--- config.mk ---
export PLATFORM = sky130hd
export DESIGN_NAME = pwr_dom_seq
export DESIGN_NICKNAME = d
export VERILOG_FILES = /design/src/rtl/pds_pkg.sv /design/src/rtl/pds_gap_timer.sv /design/src/rtl/pds_ack_watch.sv /design/src/rtl/pwr_dom_seq.sv
export SDC_FILE = /design/constraint.sdc
export NUM_CORES = 1
export LEC_CHECK = 0
export CORE_MARGIN = 3
export CORE_UTILIZATION = 50
export DETAILED_ROUTE_END_ITERATION = 10
export PLACE_DENSITY_LB_ADDON = 0.2
export SLEW_MARGIN = 0
export SYNTH_ARGS = -nofsm -noshare
export SYNTH_HDL_FRONTEND = slang
export SYNTH_SLANG_ARGS = --single-unit
--- constraint.sdc ---
create_clock -name clk_i -period 1.9 [get_ports clk_i]
set_input_delay 0.38 -clock clk_i [delete_from_list [all_inputs] [get_ports clk_i]]
set_output_delay 0.38 -clock clk_i [all_outputs]
set_load 0.02 [all_outputs]
--- src/rtl/pds_pkg.sv ---
package pds_pkg;
  typedef enum logic [2:0] {
    ST_ON,
    ST_PD_STEP,
    ST_PD_WAIT,
    ST_OFF,
    ST_PU_WAIT,
    ST_PU_STEP
  } seq_st_e;
endpackage

--- src/rtl/pds_gap_timer.sv ---
module pds_gap_timer #(
  parameter int GAP_W = 4
) (
  input  logic             clk_i,
  input  logic             rst_ni,
  input  logic             load_i,
  input  logic [GAP_W-1:0] load_val_i,
  output logic             tick_o
);
  logic [GAP_W-1:0] cnt_q;

  always_ff @(posedge clk_i or negedge rst_ni) begin
    if (!rst_ni)            cnt_q <= '0;
    else if (load_i)        cnt_q <= load_val_i;
    else if (cnt_q != '0)   cnt_q <= cnt_q - 1'b1;
  end

  assign tick_o = (cnt_q == '0);
endmodule

--- src/rtl/pds_ack_watch.sv ---
module pds_ack_watch #(
  parameter int TMO_CYCLES = 64,
  localparam int TW = $clog2(TMO_CYCLES + 1)
) (
  input  logic clk_i,
  input  logic rst_ni,
  input  logic wait_i,
  input  logic ok_i,
  output logic err_o
);
  localparam logic [TW-1:0] LAST = TW'(TMO_CYCLES - 1);
  logic [TW-1:0] wcnt_q;
  logic          err_q;

  always_ff @(posedge clk_i or negedge rst_ni) begin
    if (!rst_ni) begin
      wcnt_q <= '0;
      err_q  <= 1'b0;
    end else if (!wait_i) begin
      wcnt_q <= '0;
    end else if (!ok_i) begin
      if (wcnt_q == LAST) err_q  <= 1'b1;   // saturate, flag sticky
      else                wcnt_q <= wcnt_q + 1'b1;
    end
  end

  assign err_o = err_q;
endmodule

--- src/rtl/pwr_dom_seq.sv ---
module pwr_dom_seq #(
  parameter int GAP_W      = 4,
  parameter int TMO_CYCLES = 64
) (
  input  logic             clk_i,
  input  logic             rst_ni,
  input  logic [GAP_W-1:0] gap_i,
  input  logic             pd_req_i,
  input  logic             pu_req_i,
  input  logic             sw_ack_i,
  output logic             clk_en_o,
  output logic             iso_o,
  output logic             save_o,
  output logic             restore_o,
  output logic             dom_rst_o,
  output logic             sw_en_o,
  output logic             busy_o,
  output logic             done_o,
  output logic             err_o
);
  import pds_pkg::*;

  seq_st_e          st_q;
  logic [2:0]       sidx_q;
  logic [GAP_W-1:0] g_q;
  logic             clk_en_q, iso_q, save_q, restore_q, rst_q, sw_q, done_q;

  logic [GAP_W-1:0] gap_eff, load_val;
  logic             start_pd, start_pu, pu_acked, stepping, tick, fire, load;
  logic             in_wait, ack_ok;

  assign gap_eff  = (gap_i == '0) ? GAP_W'(1) : gap_i;
  assign start_pd = (st_q == ST_ON)  && pd_req_i;
  assign start_pu = (st_q == ST_OFF) && pu_req_i;
  assign pu_acked = (st_q == ST_PU_WAIT) && sw_ack_i;
  assign stepping = (st_q == ST_PD_STEP) || (st_q == ST_PU_STEP);
  assign fire     = stepping && tick;
  assign load     = start_pd || pu_acked || fire;
  assign load_val = start_pd ? gap_eff - 1'b1 : g_q - 1'b1;
  assign in_wait  = (st_q == ST_PD_WAIT) || (st_q == ST_PU_WAIT);
  assign ack_ok   = (st_q == ST_PD_WAIT) ? !sw_ack_i : sw_ack_i;

  pds_gap_timer #(.GAP_W(GAP_W)) u_gap (
    .clk_i      (clk_i),
    .rst_ni     (rst_ni),
    .load_i     (load),
    .load_val_i (load_val),
    .tick_o     (tick)
  );

  pds_ack_watch #(.TMO_CYCLES(TMO_CYCLES)) u_watch (
    .clk_i  (clk_i),
    .rst_ni (rst_ni),
    .wait_i (in_wait),
    .ok_i   (ack_ok),
    .err_o  (err_o)
  );

  always_ff @(posedge clk_i or negedge rst_ni) begin
    if (!rst_ni) begin
      st_q      <= ST_ON;
      sidx_q    <= '0;
      g_q       <= GAP_W'(1);
      clk_en_q  <= 1'b1;
      iso_q     <= 1'b0;
      save_q    <= 1'b0;
      restore_q <= 1'b0;
      rst_q     <= 1'b0;
      sw_q      <= 1'b1;
      done_q    <= 1'b0;
    end else begin
      save_q    <= 1'b0;
      restore_q <= 1'b0;
      done_q    <= 1'b0;
      unique case (st_q)
        ST_ON: if (start_pd) begin
          clk_en_q <= 1'b0;
          g_q      <= gap_eff;
          sidx_q   <= 3'd1;
          st_q     <= ST_PD_STEP;
        end
        ST_PD_STEP: if (fire) begin
          sidx_q <= sidx_q + 3'd1;
          unique case (sidx_q)
            3'd1:    iso_q  <= 1'b1;
            3'd2:    save_q <= 1'b1;
            3'd3:    rst_q  <= 1'b1;
            default: begin
              sw_q <= 1'b0;
              st_q <= ST_PD_WAIT;
            end
          endcase
        end
        ST_PD_WAIT: if (!sw_ack_i) begin
          done_q <= 1'b1;
          st_q   <= ST_OFF;
        end
        ST_OFF: if (start_pu) begin
          sw_q <= 1'b1;
          g_q  <= gap_eff;
          st_q <= ST_PU_WAIT;
        end
        ST_PU_WAIT: if (pu_acked) begin
          rst_q  <= 1'b0;
          sidx_q <= 3'd1;
          st_q   <= ST_PU_STEP;
        end
        ST_PU_STEP: if (fire) begin
          sidx_q <= sidx_q + 3'd1;
          unique case (sidx_q)
            3'd1:    restore_q <= 1'b1;
            3'd2:    iso_q     <= 1'b0;
            default: begin
              clk_en_q <= 1'b1;
              done_q   <= 1'b1;
              st_q     <= ST_ON;
            end
          endcase
        end
        default: st_q <= ST_ON;
      endcase
    end
  end

  assign clk_en_o  = clk_en_q;
  assign iso_o     = iso_q;
  assign save_o    = save_q;
  assign restore_o = restore_q;
  assign dom_rst_o = rst_q;
  assign sw_en_o   = sw_q;
  assign done_o    = done_q;
  assign busy_o    = (st_q != ST_ON) && (st_q != ST_OFF);
endmodule

### Yosys cells after proc, flatten, opt, wreduce, memory -nomap -nowiden

Cells that the tools add are included.

* add/sub/neg operators: 5
* eq/ne operators: 24
* multiplexer cells: 50
* bitwise logic cells: 1
* reduce and logical (&&, ||, !) cells: 34

Operator list (count)
* 2-to-1 mux 3 bit: 10
* 2-to-1 mux 4 bit: 6
* 2-to-1 mux 1 bit: 23
* 2-to-1 mux 7 bit: 3
* != test 2 bit (second input constant): 10
* case mux 3 bit (6 select lines): 1
* AND reduction 4 bit: 4
* == test 3 x 2 -> 1 bit (second input constant): 4
* nonzero test 2 bit: 6
* subtractor 4 x 1 -> 4 bit (second input constant): 3
* case mux 1 bit (2 select lines): 5
* case mux 3 bit (3 select lines): 1
* zero test 4 bit: 2
* != test 2 x 1 -> 1 bit (second input constant): 4
* case mux 4 bit (2 select lines): 1
* AND reduction 8 bit: 1
* adder 7 x 1 -> 7 bit (second input constant): 1
* == test 7 x 6 -> 1 bit (second input constant): 1
* == test 3 x 1 -> 1 bit (second input constant): 2
* == test 3 bit (second input constant): 2
* AND reduction 3 bit: 2
* nonzero test 3 bit: 2
* logical AND 1 bit: 5
* AND reduction 5 bit: 1
* 10 further kinds: 14

* flip-flop bits (word level): 29
* input bits: 9
* output and inout port bits: 9
* word-level logic and storage cells: 127

### Depth between registers and ports, before layout

* word-level depth: 5
* depth in mapped cells: 10
* depth with buffers taken out: 7

### Hierarchy

A second synthesis with hierarchy kept.

* cell total of the unflattened synthesis: 172
* area, all modules: 1710.4 µm²

Modules (own cells, without submodules)
* pwr_dom_seq: instances 1, cells an instance 112, area an instance 1074.8 µm², seq. area each 429.2 µm²
* pds_ack_watch: instances 1, cells an instance 38, area an instance 401.6 µm², seq. area each 200.2 µm²
* pds_gap_timer: instances 1, cells an instance 22, area an instance 234.0 µm², seq. area each 100.1 µm²

### Worst setup path after synthesis

Ideal clock, no wire load.

* path type: register -> register
* start point: register sidx_q[0]
* end point: register st_q[0]
* library setup time: 0.127 ns
* arrival time: 1.912 ns
* required time: 1.773 ns
* slack: -0.140 ns
* stages on the path, launching flop included: 7
* path buffers: 0
* clock period less this slack: 2.040 ns
* cell sequence: dfrtp_1 -> inv_1 -> ha_1 -> o21ba_1 -> or3_1 -> a2111oi_4 -> mux2_1

* longest elaborated chain between the ends: 4
* elaborated cells between the ends (all ways): 8
* classes of those cells: eq/ne: 5; reduce/logical: 3

Ends and longest elaborated chain
* start, declared: line pwr_dom_seq.sv:24 `logic [2:0] sidx_q;`
* start signal, assigned: line pwr_dom_seq.sv:83 `sidx_q <= sidx_q + 3'd1;`
* start signal, assigned: line pwr_dom_seq.sv:109 `sidx_q <= sidx_q + 3'd1;`
* == test 3 x 2 -> 1 bit (tied with other cells): line pwr_dom_seq.sv:84, pwr_dom_seq.sv:110
* OR reduction 3 bit (no source line) / OR reduction 2 bit (equally long branches)
* != test 2 bit (no source line)
* AND reduction 8 bit (no source line) *
* end signal, assigned: line pwr_dom_seq.sv:90 `st_q <= ST_PD_WAIT;`
* end signal, assigned: line pwr_dom_seq.sv:116 `st_q <= ST_ON;`
* end signal, assigned: line pwr_dom_seq.sv:120 `default: st_q <= ST_ON;`
* end, declared: line pwr_dom_seq.sv:23 `seq_st_e st_q;`

Every way passes the cells marked *; elsewhere a longest branch is shown, timed or not.
A chain may end at the register's enable or synchronous reset.

### Worst setup path after layout

* start point: register sidx_q[1]
* end point: register st_q[0]

The elaborated chain is that of the path after synthesis.

==> summary by stage <==
Synthesis
Of the total synthesized cell area, the portion taken by AND, OR, NAND and NOR gates is 20.80%. The average instance in the mapped netlist occupies 10.04 um^2. After technology mapping, the gate count stands at 166. The dominant cell by count in the synthesized netlist is sky130_fd_sc_hd__dfrtp_1. The count of flip-flops with a built-in enable after synthesis is 0.

Summing the areas of all compound-gate instances in the mapped netlist gives 17.57% of the synthesized area. Synthesis produced a netlist with a net count of 183. The portion of synthesized area spent on multiplexers is 5.105%.

Sorting the synthesized cells by area gives the leading types as sky130_fd_sc_hd__dfrtp_1 39%, sky130_fd_sc_hd__ha_1 6.0%, sky130_fd_sc_hd__nor2_1 5.2%. By count the netlist is led by 26 x sky130_fd_sc_hd__dfrtp_1, 23 x sky130_fd_sc_hd__nor2_1, 13 x sky130_fd_sc_hd__nand2_1, 9 x sky130_fd_sc_hd__a21oi_1, 9 x sky130_fd_sc_hd__inv_1. For this run, the register share of the synthesized area comes to 43.77%. After Yosys synthesis, full adders, half adders and majority gates account for 6.006% of the synthesized area. The top flip-flop cell by instance count after synthesis is sky130_fd_sc_hd__dfrtp_1. Yosys printed 0 warnings.

The synthesized design spends more area on one cell type than any other, namely sky130_fd_sc_hd__dfrtp_1. The cell area after synthesis is 1667 um^2. By area, the combinational part of the netlist is dominated by simple AND/OR/NAND/NOR gates.

The number of synthesized register bits is 29. The fraction of synthesis flops using an asynchronous set or reset pin is 100.0%. Summing the areas of all xor and xnor instances in the mapped netlist gives 2.628% of the synthesized area. The post-synthesis cell type count is 51. The top cell type's share of synthesized area is 39.04%.

STA
The worst path uses 110.0% of the clock period. Setup repair after global routing could not meet its margin everywhere. The worst max-slew margin expressed relative to the limit is 73.52%.

The final worst-path setup slack is -0.1891 ns. Derived from the worst setup path, the maximum achievable clock frequency is 478.7 MHz. The clock skew is 0.01200 ns. On the final layout, the worst hold slack is 0.4136 ns. The count of final max-slew check failures is 0. The post-layout minimum cycle time is 2.089 ns. The transition at the pin with the smallest max-transition slack is 0.3971 ns. The number of hold violations in the final report is 0.

Setup violations remaining at the end of the flow were counted as 6.

Clock network
The CTS tree is done. Counting every sink on the clock net gives 29. The CTS H-tree depth is 2. The clock passes through at most 2 buffers. Clock-pin slew was measured on the worst setup and hold paths at 0.10 ns. At the later pin of the worst-skew pair, clock insertion delay measures 0.33 ns.

TritonCTS created 5 clock buffers. In this run, post-CTS hold repair placed 0 buffers. The cell chosen for the clock root is sky130_fd_sc_hd__clkbuf_4.

Drt
The number of remaining DRC errors is 0. The total routed wirelength is 3889 um. The number of design-rule violations left by the first detailed-router iteration is 48. The routed layout has 1,494 vias. After detailed routing, the average wire length per cell comes to 14.09 um. The pre-antenna-repair detailed-routing pass consisted of 4 iterations. The via density per instance is 5.413. The number of antenna-violating nets in the routed design is 0.

Pwr
Across the VDD grid, the largest voltage drop is 0.7647 mV. Of the total power, combinational logic draws 61.0%. The switching fraction of total power is 39.69%. The reported net switching power is 1.352 mW. The power per standard cell area is 1451 nW/um^2. The clock group share of total power is 10.7%. The internal portion of the total power is 2.054 mW. The relative contribution of sequential cells to total power is 28.3%. The reported leakage power is 1.063 nW.

Die
The full die area is 4062 um^2. Measured along the x axis, the die boundary spans 63.74 um. Once the floorplan was initialized, standard cells occupied 53.28% of the core. The floorplan has 20 rows. The top-level I/O count is 18. The die is 63.74 um tall. The area of the core is 3128 um^2.

Global routing
Entering global routing, the biggest net connects 30 pins. The global-route congestion overflow total is 0. The all-layer global routing usage is 21.85%. The number of antenna violations at the first check in global routing is 0. The number of global-route vias before repair is 1,544. The first global-routing pass estimated 6858 um of wire.

Worst setup path
The data arrival time of the critical path is 2.32 ns. The worst setup path is of the reg -> reg kind. The sort of element at the start of the critical path is a flop.

For the worst setup path, the data required time is 2.13 ns. The highest net fanout along the worst path is 4. The worst setup path is captured at a flop.

Cells and area
Counting the fill cells in the layout gives 220. The ratio of cells with drive above 1 in the final layout is 36.21%. The multi-input combinational cells in the finished layout cover a total of 949.7 um^2. After routing the design area is 2347 um^2. 0 antenna diodes ended up in the layout.

Summing all flip-flop and latch instances after layout gives 732.0 um^2. The net total in the final layout is 248. The count of cells in the finished layout, fillers not included, comes to 276.

Relative to the synthesized area, the layout overhead comes to 40.84%.

Place
The congestion estimate from routability-driven global placement came to 0.8805. The number of port buffers is 17. The cell total after placement is 264. Once placement finished, the instance area stood at 2196 um^2. Detailed placement finished with a half-perimeter wire length of 2955 um.

Status
The flow ran to the end, but the final reports show violations. The checks that failed: setup timing.

Run
The tool flagged a number of max-cap violations equal to 0.

Hold path
The path class of the tightest hold or removal check is in -> async.
==> final timing paths <==
check	startpoint	to	slack [ns]	depth (start not counted)
worst max-delay path	sidx_q[1]	st_q[0]	-0.19	6
worst min-delay path	rst_ni	u_watch.err_o	0.41	2
min in group clk_i	sw_en_o	sw_en_o	0.49	2
worst max register to register	sidx_q[1]	st_q[0]	-0.19	6
max in group asynchronous	rst_ni	g_q[0]	1.16	2
worst min register to register	sw_en_o	sw_en_o	0.49	2
==> state kept, by name (all words and copies together), names as in the netlist <==
signal,cells
iso_o,1
sidx_q,3
st_q,3
u_watch.wcnt_q,7
u_gap.cnt_q,4
done_o,1
u_watch.err_o,1
dom_rst_o,1
sw_en_o,1
restore_o,1
save_o,1
g_q,4
clk_en_o,1
==> logic make-up after synthesis <==
kind of cell	count (synthesis)
buffers and inverters	14
AOI/OAI and AO/OA	39
adders and majority gates	8
and+or+nand+nor	63
muxes	8
xor gates and xnor gates	5
DFF	29
==> metrics by stage <==
step           util, %  TNS, ns  power [mW]  worst slack (ns)
5_1_grt          75.04   -1.566       3.667           -0.2799
2_1_floorplan        -  -0.2110       2.127           -0.1047
3_3_place_gp     70.20   -1.844       2.819           -0.2266
3_5_place_dp     70.20   -2.487       2.900           -0.3121
4_1_cts          73.28  -0.6579       3.366           -0.1931
6_report         75.04  -0.6843       3.405           -0.1891
==> placed cells by master (no fill, tap or decap), types with 3 or more instances in the layout <==
cell type / netlist / routed
sky130_fd_sc_hd__nand2_1: 13 / 13
sky130_fd_sc_hd__clkbuf_4: 0 / 5
sky130_fd_sc_hd__mux2i_1: 4 / 4
sky130_fd_sc_hd__nor3_1: 3 / 3
sky130_fd_sc_hd__nand2b_1: 3 / 3
sky130_fd_sc_hd__dfrtp_1: 26 / 24
sky130_fd_sc_hd__xor2_1: 4 / 4
sky130_fd_sc_hd__clkdlybuf4s50_1: 0 / 14
sky130_fd_sc_hd__ha_2: 0 / 3
sky130_fd_sc_hd__o22ai_1: 3 / 3
sky130_fd_sc_hd__mux2_2: 3 / 3
sky130_fd_sc_hd__o31ai_1: 3 / 3
sky130_fd_sc_hd__nor2_1: 23 / 23
sky130_fd_sc_hd__buf_4: 4 / 46
sky130_fd_sc_hd__o21ai_0: 3 / 3
sky130_fd_sc_hd__a21oi_1: 9 / 9
sky130_fd_sc_hd__inv_1: 9 / 7
sky130_fd_sc_hd__ha_4: 0 / 3
sky130_fd_sc_hd__dfstp_2: 3 / 3
sky130_fd_sc_hd__o21ai_1: 5 / 5
==> area by class of cell <==
class | count | share of cell area [%]
clock buffers | 5 | 1.599
clock inverters | 3 | 0.7463
inverters | 9 | 1.439
multi-input cells | 123 | 40.46
flip-flops and latches | 29 | 31.18
well taps | 44 | 2.345
repair buffers | 63 | 22.23
==> power groups by stage <==
stage	combinational [mW]	clock [mW]	sequential [mW]
after floorplan	1.16	0	0.964
after global placement	1.87	0	0.953
after detailed placement	1.94	0	0.962
after CTS	2.03	0.384	0.952
after global routing	2.26	0.422	0.986
final	2.08	0.364	0.965
==> worst max-delay path, stage by stage (launching register included) <==
cell                        delay [ns]
sky130_fd_sc_hd__dfrtp_2          0.42
sky130_fd_sc_hd__inv_2            0.06
sky130_fd_sc_hd__ha_4             0.16
sky130_fd_sc_hd__o21ba_4          0.23
sky130_fd_sc_hd__or3_4            0.35
sky130_fd_sc_hd__a2111oi_4        0.42
sky130_fd_sc_hd__mux2_4           0.34
==> metal layers <==
layer / wire length, um / track usage [%] / vias up
met5: 0 / 0 / -
met4: 53 / 7.547 / 0
met3: 160 / 6.327 / 6
met2: 2045 / 37.81 / 37
met1: 1629 / 25.80 / 722
li1: - / - / 729
==> repair_timing <==
item,in CTS,in global routing
endpoints found under the hold margin,0,0
pin swaps,2,2
endpoints found under the setup margin,8,16
setup buffers,3,1
resized for setup,9,9
Power figures use the tool's default switching activity.
